`src/rtl/tw_pkg.sv`:
```
package tw_pkg;
  localparam int BYTE_W = 8;
  localparam int CNT_W  = $clog2(BYTE_W + 1);

  typedef enum logic [3:0] {
    S_IDLE,
    S_ADDR,
    S_AACK,
    S_PTR,
    S_PACK,
    S_WR,
    S_WACK,
    S_RD,
    S_RACK,
    S_IGN
  } tw_state_e;
endpackage

```
`src/rtl/tw_sync.sv`:
```
module tw_sync #(
  parameter int   STAGES  = 2,
  parameter logic RST_VAL = 1'b1
) (
  input  logic clk,
  input  logic rst_n,
  input  logic d,
  output logic q
);
  logic [STAGES-1:0] chain;

  always_ff @(posedge clk or negedge rst_n) begin
    if (!rst_n) chain <= {STAGES{RST_VAL}};
    else        chain <= {chain[STAGES-2:0], d};
  end

  assign q = chain[STAGES-1];
endmodule

```
`src/rtl/tw_cond.sv`:
```
module tw_cond (
  input  logic clk,
  input  logic rst_n,
  input  logic scl_s,
  input  logic sda_s,
  output logic scl_lvl,
  output logic sda_lvl,
  output logic scl_rise,
  output logic scl_fall,
  output logic bus_start,
  output logic bus_stop
);
  logic scl_q, sda_q;

  always_ff @(posedge clk or negedge rst_n) begin
    if (!rst_n) begin
      scl_q <= 1'b1;
      sda_q <= 1'b1;
    end else begin
      scl_q <= scl_s;
      sda_q <= sda_s;
    end
  end

  assign scl_lvl   = scl_s;
  assign sda_lvl   = sda_s;
  assign scl_rise  = scl_s & ~scl_q;
  assign scl_fall  = ~scl_s & scl_q;
  assign bus_start = scl_s & scl_q & sda_q & ~sda_s;
  assign bus_stop  = scl_s & scl_q & ~sda_q & sda_s;
endmodule

```
`src/rtl/tw_ptr_reg.sv`:
```
module tw_ptr_reg #(
  parameter int             SEL_W   = 2,
  parameter logic [SEL_W-1:0] RST_VAL = '0
) (
  input  logic             clk,
  input  logic             rst_n,
  input  logic             load,
  input  logic [SEL_W-1:0] din,
  output logic [SEL_W-1:0] q
);
  always_ff @(posedge clk or negedge rst_n) begin
    if (!rst_n)    q <= RST_VAL;
    else if (load) q <= din;
  end
endmodule

```
`src/rtl/tw_engine.sv`:
```
module tw_engine
  import tw_pkg::*;
#(
  parameter logic [6:0] DEV_ADDR = 7'h48,
  parameter int         SEL_W    = 2
) (
  input  logic              clk,
  input  logic              rst_n,
  input  logic              scl_lvl,
  input  logic              sda_lvl,
  input  logic              scl_rise,
  input  logic              scl_fall,
  input  logic              bus_start,
  input  logic              bus_stop,
  input  logic [BYTE_W-1:0] rd_data,
  output logic              ptr_load,
  output logic [SEL_W-1:0]  ptr_data,
  output logic              wr_valid,
  output logic [BYTE_W-1:0] wr_data,
  output logic              sda_oe
);
  localparam logic [CNT_W-1:0] FULL    = CNT_W'(BYTE_W);
  localparam logic [2:0]       MSB_IDX = 3'(BYTE_W - 1);

  tw_state_e         state;
  logic [CNT_W-1:0]  cnt;
  logic [BYTE_W-1:0] rx;
  logic [BYTE_W-1:0] tx;
  logic              rw;
  logic              nack;
  logic              byte_full;

  assign byte_full = (cnt == FULL);

  always_ff @(posedge clk or negedge rst_n) begin
    if (!rst_n) begin
      state    <= S_IDLE;
      cnt      <= '0;
      rx       <= '0;
      tx       <= '0;
      rw       <= 1'b0;
      nack     <= 1'b0;
      sda_oe   <= 1'b0;
      ptr_load <= 1'b0;
      ptr_data <= '0;
      wr_valid <= 1'b0;
      wr_data  <= '0;
    end else begin
      ptr_load <= 1'b0;
      wr_valid <= 1'b0;
      if (bus_start) begin
        state  <= S_ADDR;
        cnt    <= '0;
        sda_oe <= 1'b0;
      end else if (bus_stop) begin
        state  <= S_IDLE;
        cnt    <= '0;
        sda_oe <= 1'b0;
      end else begin
        if (scl_rise) begin
          rx <= {rx[BYTE_W-2:0], sda_lvl};
          if (!byte_full) cnt <= cnt + 1'b1;
          if (state == S_RACK) nack <= sda_lvl;
        end
        if (scl_fall) begin
          case (state)
            S_ADDR: if (byte_full) begin
              if (rx[BYTE_W-1:1] == DEV_ADDR) begin
                sda_oe <= 1'b1;
                rw     <= rx[0];
                state  <= S_AACK;
              end else begin
                state  <= S_IGN;
              end
            end
            S_AACK: begin
              cnt <= '0;
              if (rw) begin
                tx     <= rd_data;
                sda_oe <= ~rd_data[BYTE_W-1];
                state  <= S_RD;
              end else begin
                sda_oe <= 1'b0;
                state  <= S_PTR;
              end
            end
            S_PTR: if (byte_full) begin
              ptr_load <= 1'b1;
              ptr_data <= rx[SEL_W-1:0];
              sda_oe   <= 1'b1;
              state    <= S_PACK;
            end
            S_PACK, S_WACK: begin
              sda_oe <= 1'b0;
              cnt    <= '0;
              state  <= S_WR;
            end
            S_WR: if (byte_full) begin
              wr_valid <= 1'b1;
              wr_data  <= rx;
              sda_oe   <= 1'b1;
              state    <= S_WACK;
            end
            S_RD: begin
              if (byte_full) begin
                sda_oe <= 1'b0;
                state  <= S_RACK;
              end else begin
                sda_oe <= ~tx[MSB_IDX - cnt[2:0]];
              end
            end
            S_RACK: begin
              if (nack) begin
                state <= S_IGN;
              end else begin
                tx     <= rd_data;
                sda_oe <= ~rd_data[BYTE_W-1];
                cnt    <= '0;
                state  <= S_RD;
              end
            end
            default: ;
          endcase
        end
      end
    end
  end


  wr_single_pulse_chk: assert property (@(posedge clk) disable iff (!rst_n)
    wr_valid |=> !wr_valid);


  wr_with_ack_chk: assert property (@(posedge clk) disable iff (!rst_n)
    wr_valid |-> sda_oe);


  ptr_with_ack_chk: assert property (@(posedge clk) disable iff (!rst_n)
    ptr_load |-> sda_oe);


  oe_rise_scl_low_chk: assert property (@(posedge clk) disable iff (!rst_n)
    (sda_oe && !$past(sda_oe)) |-> !scl_lvl);


  ignore_silent_chk: assert property (@(posedge clk) disable iff (!rst_n)
    (state == S_IGN) |-> !sda_oe);


  addr_silent_chk: assert property (@(posedge clk) disable iff (!rst_n)
    (state == S_ADDR) |-> !sda_oe);


  start_restart_chk: assert property (@(posedge clk) disable iff (!rst_n)
    bus_start |=> (state == S_ADDR && !sda_oe));
endmodule

```
`src/rtl/tw_ptr_slave.sv`:
```
module tw_ptr_slave
  import tw_pkg::*;
#(
  parameter logic [6:0] DEV_ADDR    = 7'h48,
  parameter int         SEL_W       = 2,
  parameter int         SYNC_STAGES = 2
) (
  input  logic              clk,
  input  logic              rst_n,
  input  logic              scl_i,
  input  logic              sda_i,
  output logic              sda_oe_o,
  output logic [SEL_W-1:0]  rd_sel_o,
  input  logic [BYTE_W-1:0] rd_data_i,
  output logic              wr_valid_o,
  output logic [SEL_W-1:0]  wr_sel_o,
  output logic [BYTE_W-1:0] wr_data_o
);
  localparam int NLINES = 2;

  logic [NLINES-1:0] raw_lines;
  logic [NLINES-1:0] sync_lines;
  logic scl_lvl, sda_lvl, scl_rise, scl_fall, bus_start, bus_stop;
  logic ptr_load;
  logic [SEL_W-1:0] ptr_data;
  logic [SEL_W-1:0] ptr_q;

  assign raw_lines = {sda_i, scl_i};

  for (genvar g = 0; g < NLINES; g++) begin : g_sync
    tw_sync #(.STAGES(SYNC_STAGES), .RST_VAL(1'b1)) u_sync (
      .clk   (clk),
      .rst_n (rst_n),
      .d     (raw_lines[g]),
      .q     (sync_lines[g])
    );
  end

  tw_cond u_cond (
    .clk       (clk),
    .rst_n     (rst_n),
    .scl_s     (sync_lines[0]),
    .sda_s     (sync_lines[1]),
    .scl_lvl   (scl_lvl),
    .sda_lvl   (sda_lvl),
    .scl_rise  (scl_rise),
    .scl_fall  (scl_fall),
    .bus_start (bus_start),
    .bus_stop  (bus_stop)
  );

  tw_engine #(.DEV_ADDR(DEV_ADDR), .SEL_W(SEL_W)) u_engine (
    .clk       (clk),
    .rst_n     (rst_n),
    .scl_lvl   (scl_lvl),
    .sda_lvl   (sda_lvl),
    .scl_rise  (scl_rise),
    .scl_fall  (scl_fall),
    .bus_start (bus_start),
    .bus_stop  (bus_stop),
    .rd_data   (rd_data_i),
    .ptr_load  (ptr_load),
    .ptr_data  (ptr_data),
    .wr_valid  (wr_valid_o),
    .wr_data   (wr_data_o),
    .sda_oe    (sda_oe_o)
  );

  tw_ptr_reg #(.SEL_W(SEL_W), .RST_VAL('0)) u_ptr (
    .clk   (clk),
    .rst_n (rst_n),
    .load  (ptr_load),
    .din   (ptr_data),
    .q     (ptr_q)
  );

  assign rd_sel_o = ptr_q;
  assign wr_sel_o = ptr_q;


  ptr_hold_on_stop_chk: assert property (@(posedge clk) disable iff (!rst_n)
    (bus_stop || bus_start) |=> $stable(rd_sel_o));
endmodule

```
`config.mk`:
```
export PLATFORM = sky130hd
export DESIGN_NAME = tw_ptr_slave
export DESIGN_NICKNAME = d
export VERILOG_FILES = /design/src/rtl/tw_pkg.sv /design/src/rtl/tw_sync.sv /design/src/rtl/tw_cond.sv /design/src/rtl/tw_ptr_reg.sv /design/src/rtl/tw_engine.sv /design/src/rtl/tw_ptr_slave.sv
export SDC_FILE = /design/constraint.sdc
export NUM_CORES = 1
export LEC_CHECK = 0
export ABC_AREA = 0
export ABC_CLOCK_PERIOD_IN_PS = 2490
export CORE_UTILIZATION = 34
export DETAILED_ROUTE_END_ITERATION = 8
export GPL_TIMING_DRIVEN = 0
export PLACE_DENSITY = 0.63
export SYNTH_ARGS = -nofsm -noshare
export SYNTH_HDL_FRONTEND = slang
export SYNTH_SLANG_ARGS = --single-unit
```
`constraint.sdc`:
```
create_clock -name clk -period 2.49 [get_ports clk]
set_input_delay 0.3735 -clock clk [delete_from_list [all_inputs] [get_ports clk]]
set_output_delay 0.3735 -clock clk [all_outputs]
set_load 0.02 [all_outputs]
```
==> results.py <==
metrics = {
    "run_status": {
        "status": "finished, violations left",
        "violations": "DRC",
    },
    "synth": {
        "synth_edf_count": 0,
        "seq_area_frac_synth_pct": 51.6,
        "synth_cell_types": 49,
        "synth_async_sr_flop_share_pct": 100,
        "ys_ff_latch": 47,
        "ys_dominant_reg_cell": "dfrtp_1",
        "syn_nets": 197,
        "netlist_instances": 183,
        "ys_warn_count": 0,
        "syn-cell-area_mm2": 0.00229,
        "avgSynthCellArea_um2": 12.5,
    },
    "clock_tree": {
        "clk_latency_ns": 0.30,
        "clk_path_buf_depth": 2,
        "cts_setup_buffers": 0,
        "h-tree-depth": 2,
        "holdBufCountCts": 0,
        "cts_resized": 0,
        "root_buffer": "clkbuf_8",
        "tritoncts": "done",
        "cts_buffers": 5,
        "cts.clk_slew.worst_paths_ns": 0.08,
        "numClockSinks": 47,
    },
    "setup_path": {
        "start_kind": "register",
        "cp.required_ns": 2.70,
        "path_class": "register to register",
        "arrival_ns": 2.35,
        "end_kind": "register",
        "critPathMaxFanout": 10,
    },
    "place": {
        "portBuffers": 25,
        "place.gp.congestion": 0.869,
        "placedCellCount": 286,
        "hpwlAfterDp_um": 3000,
    },
    "cells_and_area": {
        "antenna_cells": 0,
        "fin_util_pct": 42.8,
        "fillCellCount": 622,
        "final_cells": 293,
        "final_nets": 230,
        "regArea_mm2": 0.00118,
        "drive_above_1_share_pct": 28.7,
        "area_growth_pct": 19.9,
        "multiInputGateArea_mm2": 0.00103,
    },
    "drt": {
        "first_iter_violations": 58,
        "wirelength_um": 4130,
        "drc_errors": 6,
        "num_vias": 1504,
        "final_antenna_net_count": 0,
        "wl_per_cell_um": 14.1,
        "vias_per_cell": 5.13,
        "drt_pass1_iterations": 6,
    },
    "power_and_ir_drop": {
        "p_leak_nw": 1.23,
        "fin_total_pwr_mw": 1.73,
        "power_per_cell_area_mw_per_mm2": 628,
        "ir_drop_v": 0.000290,
    },
    "global_routing": {
        "first_global_vias": 1503,
        "grt_overflow": 0,
        "grt_pass1_wl_um": 7380,
        "grt_max_degree": 26,
        "antenna_found_initial": 0,
        "gr-usage-all-layers_pct": 13.3,
    },
    "sta": {
        "tightestPinTransition_ns": 0.593,
        "min_period_ns": 2.14,
        "rsz0062_at_grt": "no",
        "fmax_mhz": 468,
        "report.final.slew_viol_count": 0,
        "relSlewSlack_pct": 60.4,
        "fin_crit_sh_pct": 85.9,
        "hold_viol_final": 0,
        "setup_viol": 0,
        "fin_worst_skew_ns": 0.00634,
    },
    "die": {
        "core_mm2": 0.00642,
        "die_h_um": 84.1,
        "rows": 29,
        "dieArea_mm2": 0.00707,
        "start_util_pct": 35.7,
        "io_pins": 26,
        "die_w_um": 84.1,
    },
    "min_path": {
        "worstHoldPathType": "primary input to async pin",
    },
    "job": {
        "max_cap_viol_count": 0,
    },
}
-- routing by layer --
layer,routed length [um],global-route usage (%),up-vias
met5,0,0,-
met4,84,5.64,0
met3,186,3.17,7
met2,1830,19.3,39
met1,2030,19.1,742
li1,-,-,716
-- final timing paths --
kind                                                     start                             endpoint  slack [ns]  cells past startpoint
max                              u_engine.state[1]$_DFFE_PN0P_          u_engine.sda_oe$_DFFE_PN0P_        0.35                      6
min                                                      rst_n           u_engine.tx[6]$_DFFE_PN0P_        0.07                      1
max reg2reg                      u_engine.state[1]$_DFFE_PN0P_          u_engine.sda_oe$_DFFE_PN0P_        0.35                      6
min reg2reg                g_sync[1].u_sync.chain[0]$_DFF_PN1_  g_sync[1].u_sync.chain[1]$_DFF_PN1_        0.36                      0
max in group asynchronous                                rst_n               u_cond.scl_q$_DFF_PN1_        1.83                      2
min in group clk           g_sync[1].u_sync.chain[0]$_DFF_PN1_  g_sync[1].u_sync.chain[1]$_DFF_PN1_        0.36                      0
-- layout make-up --
cell class,instances,share of cell area [%]
Tap cell,77,3.50
Multi-Input combinational cell,122,37.5
Clock buffer,6,3.00
Timing Repair Buffer,26,9.92
Inverter,4,0.546
Sequential cell,47,43.1
Clock inverter,1,0.182
Buffer,10,2.32
-- critical path: stages (launching register included) --
cell,delay (ns)
dfrtp_1,0.37
buf_2,0.18
nor3_1,0.42
mux2_2,0.39
a311oi_1,0.37
o211ai_1,0.13
a31oi_1,0.20
-- state kept, by name (all words and copies together) (netlist names) --
register,count
g_sync.u_sync.chain,4
u_cond.scl_q,1
u_cond.sda_q,1
u_engine.cnt,4
u_engine.nack,1
u_engine.ptr_data,2
u_engine.ptr_load,1
u_engine.rw,1
u_engine.rx,8
u_engine.sda_oe,1
u_engine.state,4
u_engine.tx,8
u_engine.wr_data,8
u_engine.wr_valid,1
u_ptr.q,2
-- synth_stat cells (2+ instances only) --
cell | n | area, um2
dfrtp_1 | 41 | 1030
mux2_4 | 16 | 240
mux2_2 | 15 | 169
nor2_1 | 13 | 48.8
nand2_1 | 12 | 45.0
dfstp_2 | 6 | 158
nand2b_1 | 6 | 37.5
a21oi_1 | 5 | 25.0
nor3_1 | 5 | 25.0
inv_1 | 4 | 15.0
nand3_1 | 4 | 20.0
buf_2 | 3 | 15.0
clkbuf_1 | 3 | 11.3
mux2i_1 | 3 | 30.0
nor2b_1 | 3 | 18.8
xor2_1 | 3 | 26.3
buf_4 | 2 | 15.0
buf_6 | 2 | 22.5
ha_1 | 2 | 25.0
mux4_2 | 2 | 45.0
nand3b_1 | 2 | 15.0
o211ai_1 | 2 | 15.0
o31ai_1 | 2 | 15.0
xnor2_1 | 2 | 17.5
-- stage by stage --
stage / hold WS [ns] / setup WS [ns] / instance area, um2 / TNS [ns]
2_1_floorplan: 0.0779 / 0.600 / 2290 / 0
6_report: 0.0745 / 0.352 / 2750 / 0
4_1_cts: 0.0928 / 0.388 / 2750 / 0
3_3_place_gp: 0.348 / -0.261 / 2640 / -10.65
3_5_place_dp: 0.349 / 0.457 / 2660 / 0
5_1_grt: 0.116 / 0.195 / 2750 / 0
-- cell families after synthesis --
kind of cell               share of synthesized area (%)
AOI/OAI and AO/OA                                   6.22
adders and majority gates                           1.09
and+or+nand+nor                                     14.6
muxes                                               21.1
xor gates and xnor gates                            1.91
buffers and inverters                               3.44
DFF                                                 51.6
-- where the power goes --
part	internal, mW	switching [mW]	total (mW)
clock network	0.218	0.236	0.454
logic	0.176	0.129	0.306
registers	0.859	0.107	0.967
-- placed cells by master (no fill, tap or decap), drive strengths merged, types with 3 or more instances in the layout --
cell,Yosys,routed
mux2,31,31
nand2b,7,7
nand2,12,12
inv,4,4
xor2,3,3
clkbuf,3,9
nor2b,3,3
nor2,13,13
mux2i,3,3
buf,7,9
dfrtp,41,41
dfstp,6,6
clkdlybuf4s50,0,24
a21oi,5,5
nand3,4,4
nor3,6,6
No activity file was read; power rests on OpenSTA's default activity.
